## src/rtl/cal_pkg.sv

```systemverilog
package cal_pkg;

  localparam int unsigned TIME_FIELDS = 3;

  localparam logic [2:0] ADDR_SEC   = 3'd0;
  localparam logic [2:0] ADDR_HOUR  = 3'd2;
  localparam logic [2:0] ADDR_DOW   = 3'd3;
  localparam logic [2:0] ADDR_DATE  = 3'd4;
  localparam logic [2:0] ADDR_MONTH = 3'd5;
  localparam logic [2:0] ADDR_YEAR  = 3'd6;

  // Packed two-digit BCD increment. Callers handle the wrap value themselves.
  function automatic logic [7:0] bcd_inc(input logic [7:0] v);
    if (v[3:0] == 4'h9) return {v[7:4] + 4'h1, 4'h0};
    else                return {v[7:4], v[3:0] + 4'h1};
  endfunction

  // A BCD year is divisible by 4 when (2*odd_tens + ones) mod 4 == 0.
  function automatic logic is_leap(input logic tens_odd, input logic [1:0] ones_lo);
    logic [1:0] r;
    r = ones_lo + {tens_odd, 1'b0};
    return (r == 2'b00);
  endfunction

  // Last day of a month, in BCD.
  function automatic logic [5:0] last_day(input logic [4:0] mon, input logic leap);
    case (mon)
      5'h02:                      return leap ? 6'h29 : 6'h28;
      5'h04, 5'h06, 5'h09, 5'h11: return 6'h30;
      default:                    return 6'h31;
    endcase
  endfunction

endpackage

```

## src/rtl/cal_prescaler.sv

```systemverilog
module cal_prescaler #(
  parameter int unsigned DIV = 32768
) (
  input  logic clk,
  input  logic rst_n,
  input  logic osc_stb,
  input  logic halt,
  input  logic restart,
  output logic sec_tick
);
  localparam int unsigned CW = (DIV > 1) ? $clog2(DIV) : 1;
  localparam logic [CW-1:0] LAST = CW'(DIV - 1);

  logic [CW-1:0] cnt_q, cnt_d;
  logic          cnt_en;
  logic          at_last;

  assign at_last  = (cnt_q == LAST);
  assign sec_tick = osc_stb & ~halt & ~restart & at_last;
  assign cnt_en   = restart | (osc_stb & ~halt);

  always_comb begin
    if (restart)      cnt_d = '0;
    else if (at_last) cnt_d = '0;
    else              cnt_d = cnt_q + CW'(1);
  end

  always_ff @(posedge clk or negedge rst_n) begin
    if (!rst_n)      cnt_q <= '0;
    else if (cnt_en) cnt_q <= cnt_d;
  end
endmodule

```

## src/rtl/cal_time_chain.sv

```systemverilog
module cal_time_chain
  import cal_pkg::*;
(
  input  logic                      clk,
  input  logic                      rst_n,
  input  logic                      sec_tick,
  input  logic                      wr_en,
  input  logic [2:0]                wr_addr,
  input  logic [7:0]                wr_data,
  output logic                      osc_off,
  output logic [TIME_FIELDS*8-1:0]  fields,
  output logic                      midnight
);
  localparam int unsigned NF = TIME_FIELDS;
  // Field i sits at [i*8 +: 8]: seconds, minutes, hours.
  localparam logic [NF*8-1:0] TOPS  = {8'h23, 8'h59, 8'h59};
  localparam logic [NF*8-1:0] MASKS = {8'h3F, 8'h7F, 8'h7F};

  logic [NF-1:0] at_top;
  logic [NF:0]   step;

  // step[i] is the advance request into field i; it ripples while fields sit at their top value.
  always_comb begin
    logic c;
    c = sec_tick;
    for (int i = 0; i < NF; i++) begin
      step[i] = c;
      c = c & at_top[i];
    end
    step[NF] = c;
  end

  assign midnight = step[NF];

  for (genvar i = 0; i < NF; i++) begin : g_fld
    logic [7:0] q, d;
    logic       hit;

    assign at_top[i] = (q == TOPS[i*8 +: 8]);
    assign hit       = wr_en && (wr_addr == 3'(i));

    always_comb begin
      d = q;
      if (step[i]) d = at_top[i] ? 8'h00 : bcd_inc(q);
      if (hit)     d = wr_data & MASKS[i*8 +: 8];
    end

    always_ff @(posedge clk or negedge rst_n) begin
      if (!rst_n)             q <= 8'h00;
      else if (step[i] | hit) q <= d;
    end

    assign fields[i*8 +: 8] = q;
  end

  logic osc_we;
  assign osc_we = wr_en && (wr_addr == ADDR_SEC);

  always_ff @(posedge clk or negedge rst_n) begin
    if (!rst_n)      osc_off <= 1'b0;
    else if (osc_we) osc_off <= wr_data[7];
  end
endmodule

```

## src/rtl/cal_date_chain.sv

```systemverilog
module cal_date_chain
  import cal_pkg::*;
(
  input  logic       clk,
  input  logic       rst_n,
  input  logic       day_tick,
  input  logic       wr_en,
  input  logic [2:0] wr_addr,
  input  logic [7:0] wr_data,
  output logic [2:0] dow,
  output logic [5:0] date,
  output logic [4:0] month,
  output logic [7:0] year,
  output logic       cen_en,
  output logic       century
);
  logic [2:0] dow_d;
  logic [5:0] date_d;
  logic [4:0] month_d;
  logic [7:0] year_d;
  logic       cen_en_d, century_d;
  logic       date_end, month_end, year_end;
  logic       we_dow, we_date, we_month, we_year, we_hour;
  logic       step_month, step_year;

  assign date_end   = (date == last_day(month, is_leap(year[4], year[1:0])));
  assign month_end  = date_end & (month == 5'h12);
  assign year_end   = month_end & (year == 8'h99);
  assign step_month = day_tick & date_end;
  assign step_year  = day_tick & month_end;

  assign we_dow   = wr_en && (wr_addr == ADDR_DOW);
  assign we_date  = wr_en && (wr_addr == ADDR_DATE);
  assign we_month = wr_en && (wr_addr == ADDR_MONTH);
  assign we_year  = wr_en && (wr_addr == ADDR_YEAR);
  assign we_hour  = wr_en && (wr_addr == ADDR_HOUR);

  always_comb begin
    dow_d     = dow;
    date_d    = date;
    month_d   = month;
    year_d    = year;
    cen_en_d  = cen_en;
    century_d = century;
    if (day_tick) begin
      dow_d  = (dow == 3'd7) ? 3'd1 : dow + 3'd1;
      date_d = date_end ? 6'h01 : 6'(bcd_inc({2'b00, date}));
    end
    if (step_month) month_d = (month == 5'h12) ? 5'h01 : 5'(bcd_inc({3'b000, month}));
    if (step_year)  year_d  = year_end ? 8'h00 : bcd_inc(year);
    if (step_year && year_end && cen_en) century_d = ~century;
    if (we_dow)   dow_d   = wr_data[2:0];
    if (we_date)  date_d  = wr_data[5:0];
    if (we_month) month_d = wr_data[4:0];
    if (we_year)  year_d  = wr_data;
    if (we_hour) begin
      cen_en_d  = wr_data[7];
      century_d = wr_data[6];
    end
  end

  always_ff @(posedge clk or negedge rst_n) begin
    if (!rst_n) begin
      dow <= 3'd1; date <= 6'h01; month <= 5'h01; year <= 8'h00;
      cen_en <= 1'b0; century <= 1'b0;
    end else begin
      if (day_tick | we_dow)    dow   <= dow_d;
      if (day_tick | we_date)   date  <= date_d;
      if (step_month | we_month) month <= month_d;
      if (step_year | we_year)  year  <= year_d;
      if (step_year | we_hour) begin
        cen_en  <= cen_en_d;
        century <= century_d;
      end
    end
  end
endmodule

```

## src/rtl/bcd_calendar.sv

```systemverilog
module bcd_calendar
  import cal_pkg::*;
#(
  parameter int unsigned STROBES_PER_SEC = 32768
) (
  input  logic       clk,
  input  logic       rst_n,
  input  logic       osc_stb,
  input  logic       wr_en,
  input  logic [2:0] wr_addr,
  input  logic [7:0] wr_data,
  output logic [7:0] sec_o,
  output logic [7:0] min_o,
  output logic [7:0] hour_o,
  output logic [7:0] dow_o,
  output logic [7:0] date_o,
  output logic [7:0] month_o,
  output logic [7:0] year_o
);
  logic rst_meta, rst_sync_n;

  always_ff @(posedge clk or negedge rst_n) begin
    if (!rst_n) begin
      rst_meta   <= 1'b0;
      rst_sync_n <= 1'b0;
    end else begin
      rst_meta   <= 1'b1;
      rst_sync_n <= rst_meta;
    end
  end

  logic                     sec_tick, midnight, osc_off, sec_write;
  logic [TIME_FIELDS*8-1:0] tfields;
  logic [2:0]               dow;
  logic [5:0]               date;
  logic [4:0]               month;
  logic [7:0]               year;
  logic                     cen_en, century;

  assign sec_write = wr_en && (wr_addr == ADDR_SEC);

  cal_prescaler #(.DIV(STROBES_PER_SEC)) u_pre (
    .clk(clk), .rst_n(rst_sync_n), .osc_stb(osc_stb), .halt(osc_off),
    .restart(sec_write), .sec_tick(sec_tick)
  );

  cal_time_chain u_time (
    .clk(clk), .rst_n(rst_sync_n), .sec_tick(sec_tick), .wr_en(wr_en),
    .wr_addr(wr_addr), .wr_data(wr_data), .osc_off(osc_off),
    .fields(tfields), .midnight(midnight)
  );

  cal_date_chain u_date (
    .clk(clk), .rst_n(rst_sync_n), .day_tick(midnight), .wr_en(wr_en),
    .wr_addr(wr_addr), .wr_data(wr_data), .dow(dow), .date(date),
    .month(month), .year(year), .cen_en(cen_en), .century(century)
  );

  assign sec_o   = {osc_off, 7'(tfields[7:0])};
  assign min_o   = tfields[15:8];
  assign hour_o  = {cen_en, century, 6'(tfields[23:16])};
  assign dow_o   = {5'b00000, dow};
  assign date_o  = {2'b00, date};
  assign month_o = {3'b000, month};
  assign year_o  = year;
endmodule

```

## config.mk

```make
export PLATFORM = sky130hd
export DESIGN_NAME = bcd_calendar
export DESIGN_NICKNAME = d
export VERILOG_FILES = /design/src/rtl/cal_pkg.sv /design/src/rtl/cal_prescaler.sv /design/src/rtl/cal_time_chain.sv /design/src/rtl/cal_date_chain.sv /design/src/rtl/bcd_calendar.sv
export SDC_FILE = /design/constraint.sdc
export NUM_CORES = 1
export LEC_CHECK = 0
export CAP_MARGIN = 10
export CORE_UTILIZATION = 54
export DETAILED_ROUTE_END_ITERATION = 12
export HOLD_SLACK_MARGIN = 0.05
export PLACE_DENSITY = 0.8
export SLEW_MARGIN = 20
export SYNTH_ARGS = -nofsm -noshare
export SYNTH_HDL_FRONTEND = slang
export SYNTH_SLANG_ARGS = --single-unit
```

## constraint.sdc

```tcl
create_clock -name clk -period 2.5 [get_ports clk]
set_input_delay 0.625 -clock clk [delete_from_list [all_inputs] [get_ports clk]]
set_output_delay 0.625 -clock clk [all_outputs]
set_load 0.005 [all_outputs]
```

==> results.tsv <==
stage	metric	value	unit
power_and_ir_drop	intPower	2298	µW
power_and_ir_drop	p_leak	0.002381	µW
routing	drt_first_pass_iters	5	
synthesis	ys_async_sr_fraction	100.0	%
floorplanning	io_pins	71	
clocking	tritoncts	built	
grt	grt_use_total	28.11	%
placed_design	dp_slack	-573.5	ps
clocking	worstSkewPairLatency	350	ps
routing	avgViaCountPerCell	5.992	
cells_and_area	fin_cells	715	
grt	antenna_found_initial	0	
critical_path	worst_r2r_endpoint	u_date.year[1]	
placed_design	place_area	5225	µm²
clocking	h-tree-depth	3	
sta	finalWorstSetupSlack	124.9	ps
routing	drtIter0Drc	316	
clocking	holdBufCountCts	0	
critical_path	crit_end	u_date.year[1]	
min_path	hold_path_class	reg2reg	
cells_and_area	syn_to_final_growth	25.67	%
sta	setup_violations	0	
placed_design	globalplace.congestion	0.9085	
critical_path	cp-startpoint	u_time.g_fld[1].q[1]	
synthesis	synth_flop_cell	dfrtp_1	
placed_design	dp.final_hpwl	8134	µm
routing	num_vias	4284	
sta	finalHoldViolations	0	
power_and_ir_drop	ir_worst_vdd	0.3524	mV
cells_and_area	design_area	5532	µm²
floorplanning	fp.coreArea	7807	µm²
cells_and_area	num-fill-cells	623	
synthesis	synth_edf_count	0	
critical_path	start_kind	flip-flop	
synthesis	yosys.cell_types.count	59	
clocking	cts.sinks	66	
cells_and_area	num_antenna_cells	0	
critical_path	crit_required	2770	ps
grt	grt_pass1_vias	3884	
cells_and_area	drive_gt1_share	15.99	%
floorplanning	die_area	8517	µm²
critical_path	rr_worst_depth	9	
grt	grt-ovfl-total	0	
cells_and_area	layout.nets	644	
power_and_ir_drop	combPwrFrac	31.9	%
synthesis	syn-cell-area	4402	µm²
critical_path	crit_path_max_fanout	6	
routing	ant_nets	0	
sta	max_freq	421.0	MHz
synthesis	synth-seq-area-share	37.61	%
sta	slew_headroom	44.28	%
placed_design	io_buffers	60	
synthesis	synth_area_per_cell	8.432	µm²
floorplanning	die_y	92.29	µm
floorplanning	rows	32	
power_and_ir_drop	swShare	33.37	%
synthesis	ys_ff_latch	66	
critical_path	crit_path_end_kind	flip-flop	
critical_path	r2r-start	u_time.g_fld[1].q[1]	
sta	skew	11.51	ps
sta	worstMarginPinSlew	835.8	ps
power_and_ir_drop	clockPowerShare	24.8	%
run_status	status	finished, final reports clean	
power_and_ir_drop	p_seq_share	43.3	%
clocking	clkTransAtPathRegs	70	ps
clocking	cts_max_path_buffers	2	
floorplanning	die_w	92.29	µm
synthesis	synth_warnings	0	
critical_path	arrival	2640	ps
critical_path	r2r_slack	120	ps
sta	post-route-period-util	95.00	%
sta	finalWorstPathRequiredPeriod	2375	ps
routing	drt-total-wl	11610	µm
grt	grt_start_max_net_pins	65	
clocking	root_buffer	clkbuf_8	
min_path	holdCritStartpoint	rst_meta	
sta	finalMaxSlewViolations	0	
grt	grt_first_pass_wirelength	18730	µm
power_and_ir_drop	powerDensity	623.4	nW/µm²
flow_run	cap_violations	0	
clocking	cts_made_buffers	9	
synthesis	syn_inst	522	
placed_design	place_inst	693	
sta	timing.setup.tns	0	ps
critical_path	crit_type	reg2reg	
routing	wl_per_cell	16.24	µm
floorplanning	initial_core_util	56.38	%
routing	route.detailed.drc	0	
power_and_ir_drop	p_switching	1151	µW
critical path, cell delays in order, from the launching register on:
cell and delay [ps]:
dfrtp_1 430, inv_1 90, ha_1 170, and3b_2 260, nand4_1 200, nor3_4 250, nand4_1 180, buf_6 190
or4_1 390, a31oi_1 140
layout by cell type, fill, tap and decap left out, types with 3 or more instances in the layout:
cell type,Yosys,layout
nand3_1,31,30
and3_1,7,7
clkdlybuf4s50_1,0,55
nand2b_1,5,5
ha_1,21,20
o21ai_1,0,5
or3_1,12,11
nor2_1,53,53
o31ai_1,4,3
nand4_1,9,9
a22o_1,3,3
nand4b_1,5,5
buf_4,34,53
nor3_1,8,8
dlygate4sd2_1,0,4
nor4_1,4,3
dfstp_2,3,3
inv_1,21,20
clkbuf_8,0,12
nor2b_1,10,9
dfrtp_1,63,60
mux2i_1,7,7
o21ai_0,40,35
xnor2_1,3,3
o211ai_1,8,8
and3b_1,4,3
nand2_1,55,55
dfrtp_2,0,3
xor2_1,8,8
conb_1,2,11
a31oi_1,15,15
nand3b_1,6,6
and2_1,4,4
a21oi_1,22,22
layout make-up:
cell class / count / area (µm²) / share of cell area, %
clock inverters: 2 / 10.01 / 0.1810
multi-input cells: 394 / 2474 / 44.72
repair buffers: 116 / 1010 / 18.25
clock buffers: 14 / 172.7 / 3.121
well taps: 102 / 127.6 / 2.307
flip-flops and latches: 66 / 1659 / 29.99
inverters: 21 / 78.83 / 1.425
kinds of logic after synthesis:
logic type	after synthesis	synth area share [%]
AOI/OAI and AO/OA	113	15.92
other	2	0.1706
muxes	9	2.103
buffers and inverters	71	9.096
adders and majority gates	21	5.969
DFF	66	37.61
and+or+nand+nor	229	26.95
xor gates and xnor gates	11	2.189
metrics by stage:
stage          hold WS [ps]  utilization [%]  total power [µW]
2_1_floorplan         329.4                -              2078
3_3_place_gp          336.6            66.92              2508
3_5_place_dp          336.1            66.92              2563
4_1_cts               351.8            69.74              3409
5_1_grt               363.2            70.85              3650
6_report              350.2            70.85              3449
synthesized netlist by cell type (all sizes together) (7+ instances only):
cell    instances  area [µm²]
nor3            9       50.05
nand3          31       155.2
clkbuf         10       37.54
nor2           53       198.9
nand4           9       56.30
mux2i           7       70.07
o211ai          8       60.06
nor2b          10       62.56
a21oi          22       110.1
ha             21       262.8
inv            21       78.83
a31oi          15       93.84
nand2          55       206.5
and3            7       43.79
dfrtp          63        1577
buf            40       284.0
o21ai          40       200.2
xor2            8       70.07
or3            12       75.07
flip-flops by register name (all words and copies together) (netlist names):
register        cells
u_time.osc_off      1
rst_sync_n          1
u_time.g_fld.q     24
u_date.cen_en       1
u_date.year         8
u_date.month        5
u_date.date         6
u_pre.cnt_q        15
rst_meta            1
u_date.century      1
u_date.dow          3
how the worst min path moves through the flow:
stage	end	slack, ps	depth (start not counted)
2_1_floorplan	rst_meta	330	0
3_3_place_gp	rst_sync_n	340	0
3_5_place_dp	rst_sync_n	340	0
4_1_cts	rst_sync_n	350	0
5_1_grt	rst_sync_n	360	0
6_report	rst_sync_n	350	0
timing repair:
item                                    CTS  global route
setup buffers                             1             3
endpoints found under the setup margin   21            14
gates cloned                              2             0
pin swaps                                 4             9
resized for setup                        10            22
power groups by stage:
stage	combinational, µW	sequential [µW]	clock [µW]
finish	1100	1490	855
global route	1220	1520	912
CTS	1070	1480	858
detailed placement	1070	1500	0
global placement	1020	1490	0
floorplan	612	1470	0
routing by layer:
layer | part of all wire (%) | vias up | global-route usage, % | wire (µm)
met3 | 6.2 | 34 | 3.814 | 715
met2 | 49 | 172 | 46.46 | 5705
li1 | - | 1997 | - | -
met4 | 2.8 | 0 | 10.94 | 325
met5 | 0 | - | 0 | 0
met1 | 42 | 2081 | 37.37 | 4865
No activity file was read; power rests on OpenSTA's default activity.
